## config.mk

```make
export PLATFORM = sky130hd
export DESIGN_NAME = event_bcast_chan
export DESIGN_NICKNAME = d
export VERILOG_FILES = /design/src/rtl/evch_pkg.sv /design/src/rtl/evch_rx_cell.sv /design/src/rtl/evch_value_store.sv /design/src/rtl/evch_overrun.sv /design/src/rtl/event_bcast_chan.sv
export SDC_FILE = /design/constraint.sdc
export NUM_CORES = 1
export LEC_CHECK = 0
export BUFFER_PORTS_ARGS = -buffer_cell sky130_fd_sc_hd__buf_2
export CORE_MARGIN = 4
export CORE_UTILIZATION = 25
export DETAILED_ROUTE_END_ITERATION = 8
export GPL_TIMING_DRIVEN = 0
export HOLD_SLACK_MARGIN = 0.02
export PLACE_DENSITY = 0.46
export SYNTH_ARGS = -nofsm -noshare
export SYNTH_HDL_FRONTEND = slang
export SYNTH_SLANG_ARGS = --single-unit
```

## constraint.sdc

```tcl
create_clock -name clk -period 0.9 [get_ports clk]
set_input_delay 0.135 -clock clk [delete_from_list [all_inputs] [get_ports clk]]
set_output_delay 0.135 -clock clk [all_outputs]
set_load 0.05 [all_outputs]
```

## src/rtl/evch_pkg.sv

```systemverilog
package evch_pkg;

  // Next pending flag: an emit always wins over a consume.
  function automatic logic pend_next(input logic emit, input logic consume,
                                     input logic cur);
    if (emit)         return 1'b1;
    else if (consume) return 1'b0;
    else              return cur;
  endfunction

  // Next frozen flag: a start snapshots the pre-edge pending flag,
  // a consume alone retires the snapshot, otherwise it holds.
  function automatic logic snap_next(input logic start, input logic consume,
                                     input logic pend, input logic cur);
    if (start)        return pend;
    else if (consume) return 1'b0;
    else              return cur;
  endfunction

endpackage

```

## src/rtl/evch_rx_cell.sv

```systemverilog
module evch_rx_cell
  import evch_pkg::*;
(
  input  logic clk,
  input  logic rst,
  input  logic emit,
  input  logic start,
  input  logic consume,
  output logic pend_o,
  output logic snap_o
);

  logic pend_q;
  logic snap_q;

  always_ff @(posedge clk) begin
    if (rst) begin
      pend_q <= 1'b0;
      snap_q <= 1'b0;
    end else begin
      pend_q <= pend_next(emit, consume, pend_q);
      snap_q <= snap_next(start, consume, pend_q, snap_q);
    end
  end

  assign pend_o = pend_q;
  assign snap_o = snap_q;

endmodule

```

## src/rtl/evch_value_store.sv

```systemverilog
module evch_value_store #(
  parameter int DATA_W = 8
) (
  input  logic              clk,
  input  logic              rst,
  input  logic              load,
  input  logic [DATA_W-1:0] din,
  output logic [DATA_W-1:0] dout
);

  logic [DATA_W-1:0] val_q;

  always_ff @(posedge clk) begin
    if (rst)       val_q <= '0;
    else if (load) val_q <= din;
  end

  assign dout = val_q;

endmodule

```

## src/rtl/evch_overrun.sv

```systemverilog
module evch_overrun #(
  parameter int NUM_RX = 4
) (
  input  logic              emit,
  input  logic [NUM_RX-1:0] pend,
  output logic              overrun
);

  logic any_pending;

  always_comb begin
    any_pending = 1'b0;
    for (int k = 0; k < NUM_RX; k++) any_pending = any_pending | pend[k];
  end

  assign overrun = emit & any_pending;

endmodule

```

## src/rtl/event_bcast_chan.sv

```systemverilog
module event_bcast_chan #(
  parameter int NUM_RX = 4,
  parameter int DATA_W = 8
) (
  input  logic              clk,
  input  logic              rst,
  input  logic              emit_i,
  input  logic [DATA_W-1:0] emit_data_i,
  input  logic [NUM_RX-1:0] rx_start_i,
  input  logic [NUM_RX-1:0] rx_consume_i,
  output logic [NUM_RX-1:0] rx_flag_o,
  output logic [NUM_RX-1:0] rx_snap_o,
  output logic [DATA_W-1:0] value_o,
  output logic              overrun_o
);

  logic [NUM_RX-1:0] pend_w;
  logic [NUM_RX-1:0] snap_w;

  for (genvar g = 0; g < NUM_RX; g++) begin : g_rx
    evch_rx_cell u_cell (
      .clk     (clk),
      .rst     (rst),
      .emit    (emit_i),
      .start   (rx_start_i[g]),
      .consume (rx_consume_i[g]),
      .pend_o  (pend_w[g]),
      .snap_o  (snap_w[g])
    );
  end

  evch_value_store #(.DATA_W(DATA_W)) u_value (
    .clk  (clk),
    .rst  (rst),
    .load (emit_i),
    .din  (emit_data_i),
    .dout (value_o)
  );

  evch_overrun #(.NUM_RX(NUM_RX)) u_ovr (
    .emit    (emit_i),
    .pend    (pend_w),
    .overrun (overrun_o)
  );

  assign rx_flag_o = pend_w;
  assign rx_snap_o = snap_w;

endmodule

```

* After elaboration in Yosys (flattened, before gate mapping)
Index checks and enable logic that the tools add are counted.
** Storage, ports and cells
- Flip-flop bits (word level) :: 16
- Input bits :: 19
- Output and inout bits :: 17
- Logic and storage cells :: 33
** Cells by class
- Multiplexer cells :: 12
- Bitwise gates (word level) :: 4
- Reductions and logical operators :: 8
** Operators by type and width (number)
- 2-bit nonzero test :: 8
- 1-bit two-way mux :: 12
- 1-bit bitwise OR :: 3
- 1-bit bitwise AND :: 1

* Longest topological paths before layout
- Depth in word-level cells :: 4
- Gate-level depth with buffers :: 3
- Mapped depth without buffers :: 2

* Hierarchy
From an unflattened synthesis, not the netlist that was laid out.
** Unflattened totals
- Cell total of the unflattened synthesis :: 59
- Area total of the unflattened synthesis :: 586.8 µm²
** Modules (own cells, without submodules)
- evch_rx_cell :: instances 4, cells each 8, area each 72.6 µm², sequential area each 40.0 µm²
- evch_value_store :: instances 1, cells each 26, area each 285.3 µm², sequential area each 160.2 µm²
- evch_overrun :: instances 1, cells each 1, area each 11.3 µm², sequential area each 0.0 µm²

* Worst setup path before layout
No wires, ideal clock.
- Path kind :: input -> output
- Start :: input emit_i
- End :: output overrun_o
- Data arrival time :: 1.061 ns
- Data required time :: 0.765 ns
- Setup slack :: -0.296 ns
- Stages on the path :: 3
- Cell sequence :: buf_4 inv_1 nor2_1
** On the way
- Longest elaborated chain between the ends :: 1
** RTL lines
- start, declared :: line event_bcast_chan.sv:7 : input logic emit_i,
- 1-bit bitwise AND :: line evch_overrun.sv:16 : assign overrun = emit & any_pending;
- end, declared :: line event_bcast_chan.sv:14 : output logic overrun_o
Every way passes these cells.

* Worst setup path after layout
- Start :: register g_rx[2].u_cell.pend_q
- End :: output overrun_o
** On the way
- Longest elaborated chain between the ends :: 3
** RTL lines
- start, declared :: line evch_rx_cell.sv:13 : logic pend_q;
- start signal, assigned :: line evch_rx_cell.sv:21 : pend_q <= pend_next(emit, consume, pend_q);
- 1-bit bitwise OR (2 in series) :: line evch_overrun.sv:13 : for (int k = 0; k < NUM_RX; k++) any_pending = any_pending | pend[k];
- 1-bit bitwise AND :: line evch_overrun.sv:16
Every way passes these cells.

==> results.json <==
{
  "yosys.area.top_type": "dfxtp_1",
  "final_common_cell": "buf_2",
  "antenna_found_initial": 0,
  "finalHoldWorstSlack_ns": 0.0795,
  "slew_violations": 0,
  "maxCapViolCount": 0,
  "power_density_nw_per_um2": 1500,
  "rr_worst_depth": 5,
  "grt_pass1_vias": 642,
  "yosysTopAreaCellShare_pct": 50.3,
  "rsz0062_at_grt": "true",
  "dr.pass1.iters": 2,
  "tns_ns": -1.49,
  "yosys.area_share.simple_pct": 18.1,
  "worst_pin_slew_ns": 0.253,
  "muxShareOfSynthArea_pct": 12.6,
  "fmax_mhz": 777,
  "insertion_delay_ns": 0.28,
  "r2r_end": "g_rx[2].u_cell.pend_o",
  "rows": 18,
  "r2r_slack_ns": -0.03,
  "postCtsHoldBufs": 0,
  "hold_violations": 0,
  "synth.area.top_cells": "dfxtp_1 50%, mux2i_1 13%, buf_4 11%",
  "criticalPathCategory": "flip-flop to output port",
  "placedCellCount": 129,
  "worstPathRequired_ns": 0.76,
  "crit_start": "g_rx[2].u_cell.pend_o",
  "p_leak_nw": 0.539,
  "drcViolationCount": 0,
  "worstPathArrival_ns": 1.15,
  "overflow": 0,
  "period_needed_ns": 1.29,
  "setup_viol": 20,
  "critPathCapture": "overrun_o",
  "numPortBuffers": 33,
  "dp_hpwl_um": 1020,
  "root_buffer": "clkbuf_4",
  "final_antenna_net_count": 0,
  "route.vias.total": 598,
  "wire_per_inst_um": 11.9,
  "rr_startpoint": "g_rx[2].u_cell.pend_o",
  "cts_sinks": 16,
  "grt_pass1_wl_um": 2620,
  "die_area_um2": 3420,
  "end_kind": "output port",
  "period_share_pct": 143,
  "core-area_um2": 2450,
  "die_w_um": 58.5,
  "crit_fanout": 2,
  "yosysUniqueCellTypes": 12,
  "ys_seq_area_share_pct": 50.3,
  "synth_top_family_by_area": "simple AND/OR/NAND/NOR gates",
  "gp_congestion": 0.643,
  "synth_fa_ha_area_share_pct": 0,
  "nets": 126,
  "drt-total-wl_um": 1620,
  "final_cell_mix": "17 x buf_2, 15 x buf_8, 12 x dfxtp_2, 9 x buf_6",
  "synthesis.nets": 85,
  "grtUsageTotal_pct": 9.95,
  "cts_tree": "built",
  "synthesis.area_um2": 637,
  "clockBufferDepth": 2,
  "chipHeight_um": 58.5,
  "slew_headroom_pct": 83.0,
  "initialDrtViolationCount": 8,
  "hold_path.class": "input pin to flip-flop",
  "ys_ff_latch": 16,
  "cts_buffers": 3,
  "synth_area_per_cell_um2": 9.65,
  "total_power_mw": 1.76,
  "synth_compound_area_share_pct": 6.29,
  "area_growth_pct": 83.9,
  "status": "finished with violations",
  "finalWorstSetupSlack_ns": -0.387,
  "violations": "negative setup slack",
  "post-route-util_pct": 47.7,
  "fin_skew_ns": 0.000308,
  "clkSlewWorstSetupHoldPaths_ns": 0.10,
  "start_util_pct": 25.9,
  "antennaDiodeCount": 0,
  "vdd_ir_drop_max_uv": 846,
  "netlist_instances": 66,
  "fillers": 246,
  "vias_per_cell": 4.40,
  "num_io_pins": 36,
  "synth_xor_area_share_pct": 0,
  "final_layout_size_suffix_gt1_share_pct": 71.7,
  "grt_max_degree": 11,
  "final_cells": 136,
  "worstSetupStartpointType": "flip-flop",
  "synth_warnings": 0,
  "ctsHtreeMaxLevel": 1
}
## worst min path at each step
stage | slack [ns] | start | to | depth (start not counted)
floorplan | 0.28 | rx_start_i[0] | g_rx[0].u_cell.snap_o | 2
global placement | 0.37 | emit_data_i[3] | u_value.dout[3] | 3
detailed placement | 0.38 | emit_data_i[5] | u_value.dout[5] | 3
CTS | 0.07 | emit_data_i[2] | u_value.dout[2] | 3
global route | 0.09 | rx_start_i[0] | g_rx[0].u_cell.snap_o | 3
finish | 0.08 | emit_data_i[2] | u_value.dout[2] | 3
## routing by layer
layer / global-route usage (%) / part of all wire [%] / vias up
li1: - / - / 289
met1: 11.4 / 42 / 281
met2: 16.1 / 48 / 26
met3: 3.07 / 9.0 / 2
met4: 5.96 / 0.62 / 0
met5: 0 / 0 / -
## per-stage QoR
stage          worst slack [ns]  area, um2
6_report                 -0.387       1170
5_1_grt                  -0.452       1170
4_1_cts                  -0.405       1080
3_5_place_dp             -0.148        863
3_3_place_gp             -0.141        863
2_1_floorplan           0.00693        661
## kinds of logic (layout without fill, tap and decap cells)
kind of cell | count (synthesis) | in the layout
and+or+nand+nor | 22 | 22
muxes | 8 | 8
buffers and inverters | 12 | 52
AOI/OAI and AO/OA | 8 | 8
DFF | 16 | 16
## critical path, stage by stage (launching register included)
cell	delay, ns
dfxtp_4	0.36
nor4_4	0.31
nor2_4	0.05
buf_6	0.15
## synthesized netlist by cell type
master    number
mux2i_1        8
nor2_1         9
nor4_1         1
buf_2          1
buf_4          9
nand2b_1       4
inv_1          1
a21oi_1        8
nand2_1        4
clkbuf_2       1
dfxtp_1       16
or3b_1         4
## report_power, final
group          switching, mW  internal [mW]
clock network          0.231          0.246
registers             0.0374          0.750
logic                  0.260          0.234
## final cells by class
type / instances / area [um2] / area share (%)
plain buffers: 5 / 40.0 / 3.42
clock buffers: 4 / 36.3 / 3.10
inverters: 1 / 3.75 / 0.321
multi-input cells: 38 / 289 / 24.7
flip-flops and latches: 16 / 350 / 29.9
well taps: 30 / 37.5 / 3.21
repair buffers: 42 / 414 / 35.4
## registers in the layout, summed over array words and instances (netlist names)
signal	count
g_rx.u_cell.pend_o	4
g_rx.u_cell.snap_o	4
u_value.dout	8
## what timing repair did
item | in CTS | in global routing
buffers inserted | 6 | 4
setup endpoints to repair | 17 | 21
gates resized for setup | 64 | 19
pin swaps | 5 | 2
No activity file was read; power rests on OpenSTA's default activity.
